===== src/rtl/sh_ber_pkg.sv =====
package sh_ber_pkg;

  typedef enum logic [1:0] {
    HDR_ILL_LO = 2'b00,
    HDR_DATA   = 2'b01,
    HDR_CTRL   = 2'b10,
    HDR_ILL_HI = 2'b11
  } sync_hdr_e;

  // Only the two mixed-bit patterns are legal headers.
  function automatic logic hdr_illegal(input logic [1:0] hdr);
    return (hdr == HDR_ILL_LO) || (hdr == HDR_ILL_HI);
  endfunction

endpackage


===== src/rtl/sh_ber_window.sv =====
module sh_ber_window #(
  parameter int WINDOW_CYCLES = 19531,
  parameter int ERR_LIMIT     = 16
) (
  input  logic clk_i,
  input  logic rst_ni,
  input  logic lock_i,
  input  logic hit_i,
  output logic high_ber_o,
  output logic enter_o
);

  localparam int TMR_W = $clog2(WINDOW_CYCLES);
  localparam int CNT_W = $clog2(ERR_LIMIT + 2);
  localparam logic [TMR_W-1:0] TMR_LAST = TMR_W'(WINDOW_CYCLES - 1);
  localparam logic [CNT_W-1:0] CNT_SAT  = CNT_W'(ERR_LIMIT + 1);
  localparam logic [CNT_W-1:0] CNT_LIM  = CNT_W'(ERR_LIMIT);

  logic [TMR_W-1:0] tmr_q;
  logic [CNT_W-1:0] cnt_q, cnt_nxt;
  logic             high_q, high_d, win_end, over;

  always_comb begin
    win_end = (tmr_q == TMR_LAST);
    cnt_nxt = (hit_i && cnt_q != CNT_SAT) ? cnt_q + CNT_W'(1) : cnt_q;
    over    = cnt_nxt > CNT_LIM;
    // set at once on overflow; re-evaluated only at window end
    high_d  = win_end ? over : (high_q | over);
  end

  always_ff @(posedge clk_i or negedge rst_ni) begin
    if (!rst_ni) begin
      tmr_q  <= '0;
      cnt_q  <= '0;
      high_q <= 1'b0;
    end else if (!lock_i) begin
      tmr_q  <= '0;
      cnt_q  <= '0;
      high_q <= 1'b0;
    end else begin
      tmr_q  <= win_end ? '0 : tmr_q + TMR_W'(1);
      cnt_q  <= win_end ? '0 : cnt_nxt;
      high_q <= high_d;
    end
  end

  assign high_ber_o = high_q;
  assign enter_o    = lock_i & high_d & ~high_q;

  AST_TMR_IN_WINDOW: assert property (@(posedge clk_i) disable iff (!rst_ni)
    tmr_q <= TMR_LAST);
  AST_UNLOCK_QUIET: assert property (@(posedge clk_i) disable iff (!rst_ni)
    !lock_i |=> (!high_q && tmr_q == '0 && cnt_q == '0));
  AST_CNT_NO_HIT: assert property (@(posedge clk_i) disable iff (!rst_ni)
    (lock_i && !hit_i && !win_end) |=> $stable(cnt_q));
  AST_HIGH_HOLD: assert property (@(posedge clk_i) disable iff (!rst_ni)
    (high_q && lock_i && !win_end) |=> high_q);

endmodule


===== src/rtl/sh_stat_counter.sv =====
module sh_stat_counter #(
  parameter int CNT_W = 8
) (
  input  logic             clk_i,
  input  logic             rst_ni,
  input  logic             inc_i,
  input  logic             clr_i,
  output logic [CNT_W-1:0] cnt_o
);

  localparam logic [CNT_W-1:0] CNT_MAX = {CNT_W{1'b1}};

  logic [CNT_W-1:0] cnt_q;

  always_ff @(posedge clk_i or negedge rst_ni) begin
    if (!rst_ni)                        cnt_q <= '0;
    else if (clr_i)                     cnt_q <= '0;
    else if (inc_i && cnt_q != CNT_MAX) cnt_q <= cnt_q + CNT_W'(1);
  end

  assign cnt_o = cnt_q;

  AST_CLR_WINS: assert property (@(posedge clk_i) disable iff (!rst_ni)
    clr_i |=> cnt_q == '0);
  AST_SAT_HOLD: assert property (@(posedge clk_i) disable iff (!rst_ni)
    (cnt_q == CNT_MAX && !clr_i) |=> cnt_q == CNT_MAX);
  AST_ONE_STEP: assert property (@(posedge clk_i) disable iff (!rst_ni)
    (!clr_i && cnt_q != CNT_MAX) |=> (cnt_q == $past(cnt_q) || cnt_q == $past(cnt_q) + CNT_W'(1)));

endmodule


===== src/rtl/sh_ber_monitor.sv =====
module sh_ber_monitor
  import sh_ber_pkg::*;
#(
  parameter int WINDOW_CYCLES = 19531,
  parameter int ERR_LIMIT     = 16,
  parameter int STAT_W        = 8
) (
  input  logic              clk_i,
  input  logic              rst_ni,
  input  logic              blk_valid_i,
  input  logic [1:0]        sync_hdr_i,
  input  logic              blk_lock_i,
  input  logic              dec_err_i,
  input  logic              clr_ber_cnt_i,
  input  logic              clr_err_cnt_i,
  output logic              high_ber_o,
  output logic [STAT_W-1:0] ber_cnt_o,
  output logic [STAT_W-1:0] err_blk_cnt_o
);

  logic hit, enter;

  assign hit = blk_lock_i & blk_valid_i & hdr_illegal(sync_hdr_i);

  sh_ber_window #(
    .WINDOW_CYCLES(WINDOW_CYCLES),
    .ERR_LIMIT    (ERR_LIMIT)
  ) window_i (
    .clk_i     (clk_i),
    .rst_ni    (rst_ni),
    .lock_i    (blk_lock_i),
    .hit_i     (hit),
    .high_ber_o(high_ber_o),
    .enter_o   (enter)
  );

  sh_stat_counter #(.CNT_W(STAT_W)) ber_cnt_i (
    .clk_i (clk_i),
    .rst_ni(rst_ni),
    .inc_i (enter),
    .clr_i (clr_ber_cnt_i),
    .cnt_o (ber_cnt_o)
  );

  sh_stat_counter #(.CNT_W(STAT_W)) err_cnt_i (
    .clk_i (clk_i),
    .rst_ni(rst_ni),
    .inc_i (dec_err_i),
    .clr_i (clr_err_cnt_i),
    .cnt_o (err_blk_cnt_o)
  );

  localparam logic [STAT_W-1:0] STAT_MAX = {STAT_W{1'b1}};

  AST_ENTRY_ON_RISE: assert property (@(posedge clk_i) disable iff (!rst_ni)
    ($rose(high_ber_o) && !$past(clr_ber_cnt_i) && $past(ber_cnt_o) != STAT_MAX)
      |-> ber_cnt_o == $past(ber_cnt_o) + STAT_W'(1));
  AST_ENTRY_ONCE: assert property (@(posedge clk_i) disable iff (!rst_ni)
    (!$rose(high_ber_o) && !$past(clr_ber_cnt_i)) |-> ber_cnt_o == $past(ber_cnt_o));
  AST_NOLOCK_LOW: assert property (@(posedge clk_i) disable iff (!rst_ni)
    !blk_lock_i |=> !high_ber_o);
  AST_ERRBLK_STEP: assert property (@(posedge clk_i) disable iff (!rst_ni)
    ($past(dec_err_i) && !$past(clr_err_cnt_i) && $past(err_blk_cnt_o) != STAT_MAX)
      |-> err_blk_cnt_o == $past(err_blk_cnt_o) + STAT_W'(1));

endmodule


===== config.mk =====
export PLATFORM = sky130hd
export DESIGN_NAME = sh_ber_monitor
export DESIGN_NICKNAME = d
export VERILOG_FILES = /design/src/rtl/sh_ber_pkg.sv /design/src/rtl/sh_ber_window.sv /design/src/rtl/sh_stat_counter.sv /design/src/rtl/sh_ber_monitor.sv
export SDC_FILE = /design/constraint.sdc
export NUM_CORES = 1
export LEC_CHECK = 0
export BUFFER_PORTS_ARGS = -buffer_cell sky130_fd_sc_hd__buf_2
export CORE_MARGIN = 3
export CORE_UTILIZATION = 50
export CTS_CLUSTER_DIAMETER = 100
export CTS_CLUSTER_SIZE = 14
export DETAILED_ROUTE_END_ITERATION = 8
export GPL_TIMING_DRIVEN = 0
export PLACE_DENSITY_LB_ADDON = 0.08
export SETUP_SLACK_MARGIN = 0.2
export SYNTH_ARGS = -nofsm -noshare
export SYNTH_HDL_FRONTEND = slang
export SYNTH_SLANG_ARGS = --single-unit

===== constraint.sdc =====
create_clock -name clk_i -period 2.45 [get_ports clk_i]
set_input_delay 0.1225 -clock clk_i [delete_from_list [all_inputs] [get_ports clk_i]]
set_output_delay 0.1225 -clock clk_i [all_outputs]
set_load 0.02 [all_outputs]

==> metrics.txt <==
run status=complete, no violations; proportion of synthesized chip area in sequential cells=48.7%; kind of critical path=reg2reg; Main synth FF type=sky130_fd_sc_hd__dfrtp_1; PortBufs=23; Detailed Routing Iterations Pass 1=4; wire length of the first global-routing pass=5950 µm; clock sink count=37; core region area=3490 µm²; hold_sp=blk_lock_i; max-slew headroom at the worst pin=46.5%; post-route worst hold slack=134 ps; Critical R2R Capture=ber_cnt_i.cnt_o[6]; largest net degree at the start of global routing=38; Mapped Avg Cell Area=9.96 µm²; warning count from the yosys run=0; Sw Pwr=0.268 mW; register share of total power=56.1%; synthesized cell area=1900 µm²; total design power=1.12 mW; worst hold path type=in2reg; count of distinct cell types in the synthesized netlist=36; synthesis-stage register bit count=37; grt ovf=0; unrepaired setup endpoints after global routing=yes; Clk Latency, worst-skew pair=290 ps; Peak supply drop=0.000418 V; initial antenna violation count=0; 1st-iter DRT viols=70; depth of the worst register-to-register path=8; worst path required time=2660 ps; top post-synthesis cells by area=sky130_fd_sc_hd__dfrtp_1 (49%), sky130_fd_sc_hd__nor2_1 (6.9%), sky130_fd_sc_hd__xor2_1 (6.9%); CTS tree=done; total nets after synthesis=206; area growth from synthesis to layout=20.4%; top-area cell type share of the netlist area=48.7%; power share of the combinational group=8.4%; number of pins with negative max-slew slack in the final report=0; cell count after synthesis=191; shortest period the worst path allows=2180 ps; slew of the pin with the lowest slew margin=802 ps; routed vias/inst=5.27; Total Wirelength=3590 µm; highest fanout seen on the critical path=5; Die Span Y=67.7 µm; HPWL Detailed=2460 µm; Clock Pin Slew Worst Setup and Hold Paths=70 ps; number of global-route vias before repair=1,345; switching share of total power=23.8%; Cell Pwr Density=491 nW/µm²; async set-or-reset flop fraction in the synthesized netlist=100%; hold-critical path depth=2; final weighted congestion of routability-driven global placement=0.831; endpoint kind of the worst setup timing path=register; clock tree buffer depth=2; global-route total usage across every layer=17.3%; cell type contributing the most total cell area after synthesis=sky130_fd_sc_hd__dfrtp_1; part of the total power dissipated in the clock network=35.5%; internal power consumption=0.857 mW; routed length per instance=12.8 µm; cell at the root of the clock tree=sky130_fd_sc_hd__clkbuf_8; Final Cycle Share=88.8%; worst setup skew after layout=5.94 ps; static power due to leakage=1.09 nW; overall via count from detail_route=1,482; number of endpoints with negative hold slack in the final report=0; standard-cell row count=21; maximum clock frequency=459 MHz; Max Cap Violations=0; Setup crit start kind=register; setup_tns=0 ps; initial standard-cell utilization of the core=54.4%; area of the die=4580 µm²; number of buffers created by CTS=5; number of remaining DRC errors=0; startpoint of the lowest-slack register-to-register path=window_i.cnt_q[0]; arrival time at the worst endpoint=2390 ps; final antenna diode count=0; setup slack, reg-to-reg=270 ps; antenna-violating nets left=0; endpoints failing setup=0; net count reported at finish=249; horizontal extent of the die=67.7 µm; CTS H-Tree Depth=2; number of enable flip-flop cells after synthesis=0; fraction of layout cells with a size suffix above 1=25.1%; number of top-level pins=26; hold path endpoint=window_i.cnt_q[3]
## Yosys cell counts (all sizes together), types with 2 or more instances
master,instances
dfrtp,37
nor2,35
xor2,16
nand3,15
nand2,10
xnor2,10
and3,9
ha,6
inv,6
o21ai,6
a21oi,5
nand4,5
mux2i,4
nor3,4
or3,4
buf,3
nor2b,2
nor4,2
## repair_timing
action,4_1_cts,5_1_grt
hold endpoints to repair,37,0
hold buffers,1,0
gates cloned,0,1
buffers inserted,5,6
endpoints found under the setup margin,3,13
pin swaps,2,5
resized for setup,2,8
## per-layer routing
layer  vias up  part of all wire, %  global-route usage (%)
li1        735                    -                       -
met2        36                   49                    28.7
met1       705                   45                    21.5
met4         0                  1.3                    6.08
met5         -                    0                       0
met3         6                  4.8                    4.99
## cells by family (layout without fill, tap and decap cells)
kind of cell    after synthesis  count (layout)  synth area share, %
xor+xnor                     26              26                 12.4
buf+inv                      10              54                 2.37
simple gates                 92              92                 24.9
fa+ha+maj                     6               6                 3.95
mux                           5               5                 3.09
flops                        37              37                 48.7
compound gates               15              15                 4.67
## sequential cells by signal (all words and copies together), names as in the netlist
signal	count
ber_cnt_i.cnt_o	8
window_i.high_ber_o	1
window_i.cnt_q	5
err_cnt_i.cnt_o	8
window_i.tmr_q	15
## metrics by stage
stage	utilization (%)	setup slack (ps)	instance area [µm²]	std cells
2_1_floorplan	-	358	1900	191
3_3_place_gp	59.4	206	2070	260
3_5_place_dp	59.4	150	2070	260
4_1_cts	63.2	202	2210	274
5_1_grt	65.5	142	2290	281
6_report	65.5	274	2290	281
## worst max-delay path, cell delays in order (launching register included)
cell and delay, ps:
sky130_fd_sc_hd__dfrtp_2 420, sky130_fd_sc_hd__ha_1 190, sky130_fd_sc_hd__and4bb_1 220, sky130_fd_sc_hd__nor3_4 170
sky130_fd_sc_hd__mux2i_2 290, sky130_fd_sc_hd__o211ai_2 170, sky130_fd_sc_hd__buf_6 160, sky130_fd_sc_hd__or3_4 360
sky130_fd_sc_hd__a21oi_2 110
## worst max path at each step
stage	from	endpoint	slack, ps	cells after the start
after floorplan	window_i.cnt_q[0]	ber_cnt_i.cnt_o[2]	360	8
after global placement	window_i.cnt_q[0]	ber_cnt_i.cnt_o[6]	210	8
after detailed placement	window_i.cnt_q[0]	ber_cnt_i.cnt_o[2]	150	8
after CTS	window_i.cnt_q[0]	ber_cnt_i.cnt_o[2]	200	8
after global routing	window_i.cnt_q[1]	ber_cnt_i.cnt_o[6]	140	9
final	window_i.cnt_q[0]	ber_cnt_i.cnt_o[6]	270	8
## layout make-up
cell class,instances,area [µm²]
sequential,37,927
fill,294,1200
tap,46,57.6
timing repair buffer,36,213
clock buffer,6,72.6
clock inverter,2,10.0
buffer,4,23.8
multi-input combinational,144,963
inverter,6,22.5
## cells in the final DEF, fill, tap and decap left out, types with 3 or more instances in the layout
cell	n
sky130_fd_sc_hd__a21oi_1	4
sky130_fd_sc_hd__and3_1	9
sky130_fd_sc_hd__buf_2	24
sky130_fd_sc_hd__buf_4	11
sky130_fd_sc_hd__clkbuf_8	5
sky130_fd_sc_hd__dfrtp_1	36
sky130_fd_sc_hd__ha_1	5
sky130_fd_sc_hd__inv_1	6
sky130_fd_sc_hd__nand2_1	10
sky130_fd_sc_hd__nand3_1	14
sky130_fd_sc_hd__nand4_1	5
sky130_fd_sc_hd__nor2_1	34
sky130_fd_sc_hd__o21ai_0	3
sky130_fd_sc_hd__o21ai_1	3
sky130_fd_sc_hd__or3_1	3
sky130_fd_sc_hd__xnor2_1	10
sky130_fd_sc_hd__xor2_1	15
## power by group through the flow
stage,sequential [mW],combinational [mW],clock (mW)
final,0.631,0.0948,0.399
after global routing,0.632,0.108,0.443
after CTS,0.631,0.0877,0.410
after detailed placement,0.644,0.0763,0
after global placement,0.643,0.0738,0
after floorplan,0.646,0.0410,0
(Power assumes the default switching activity.)
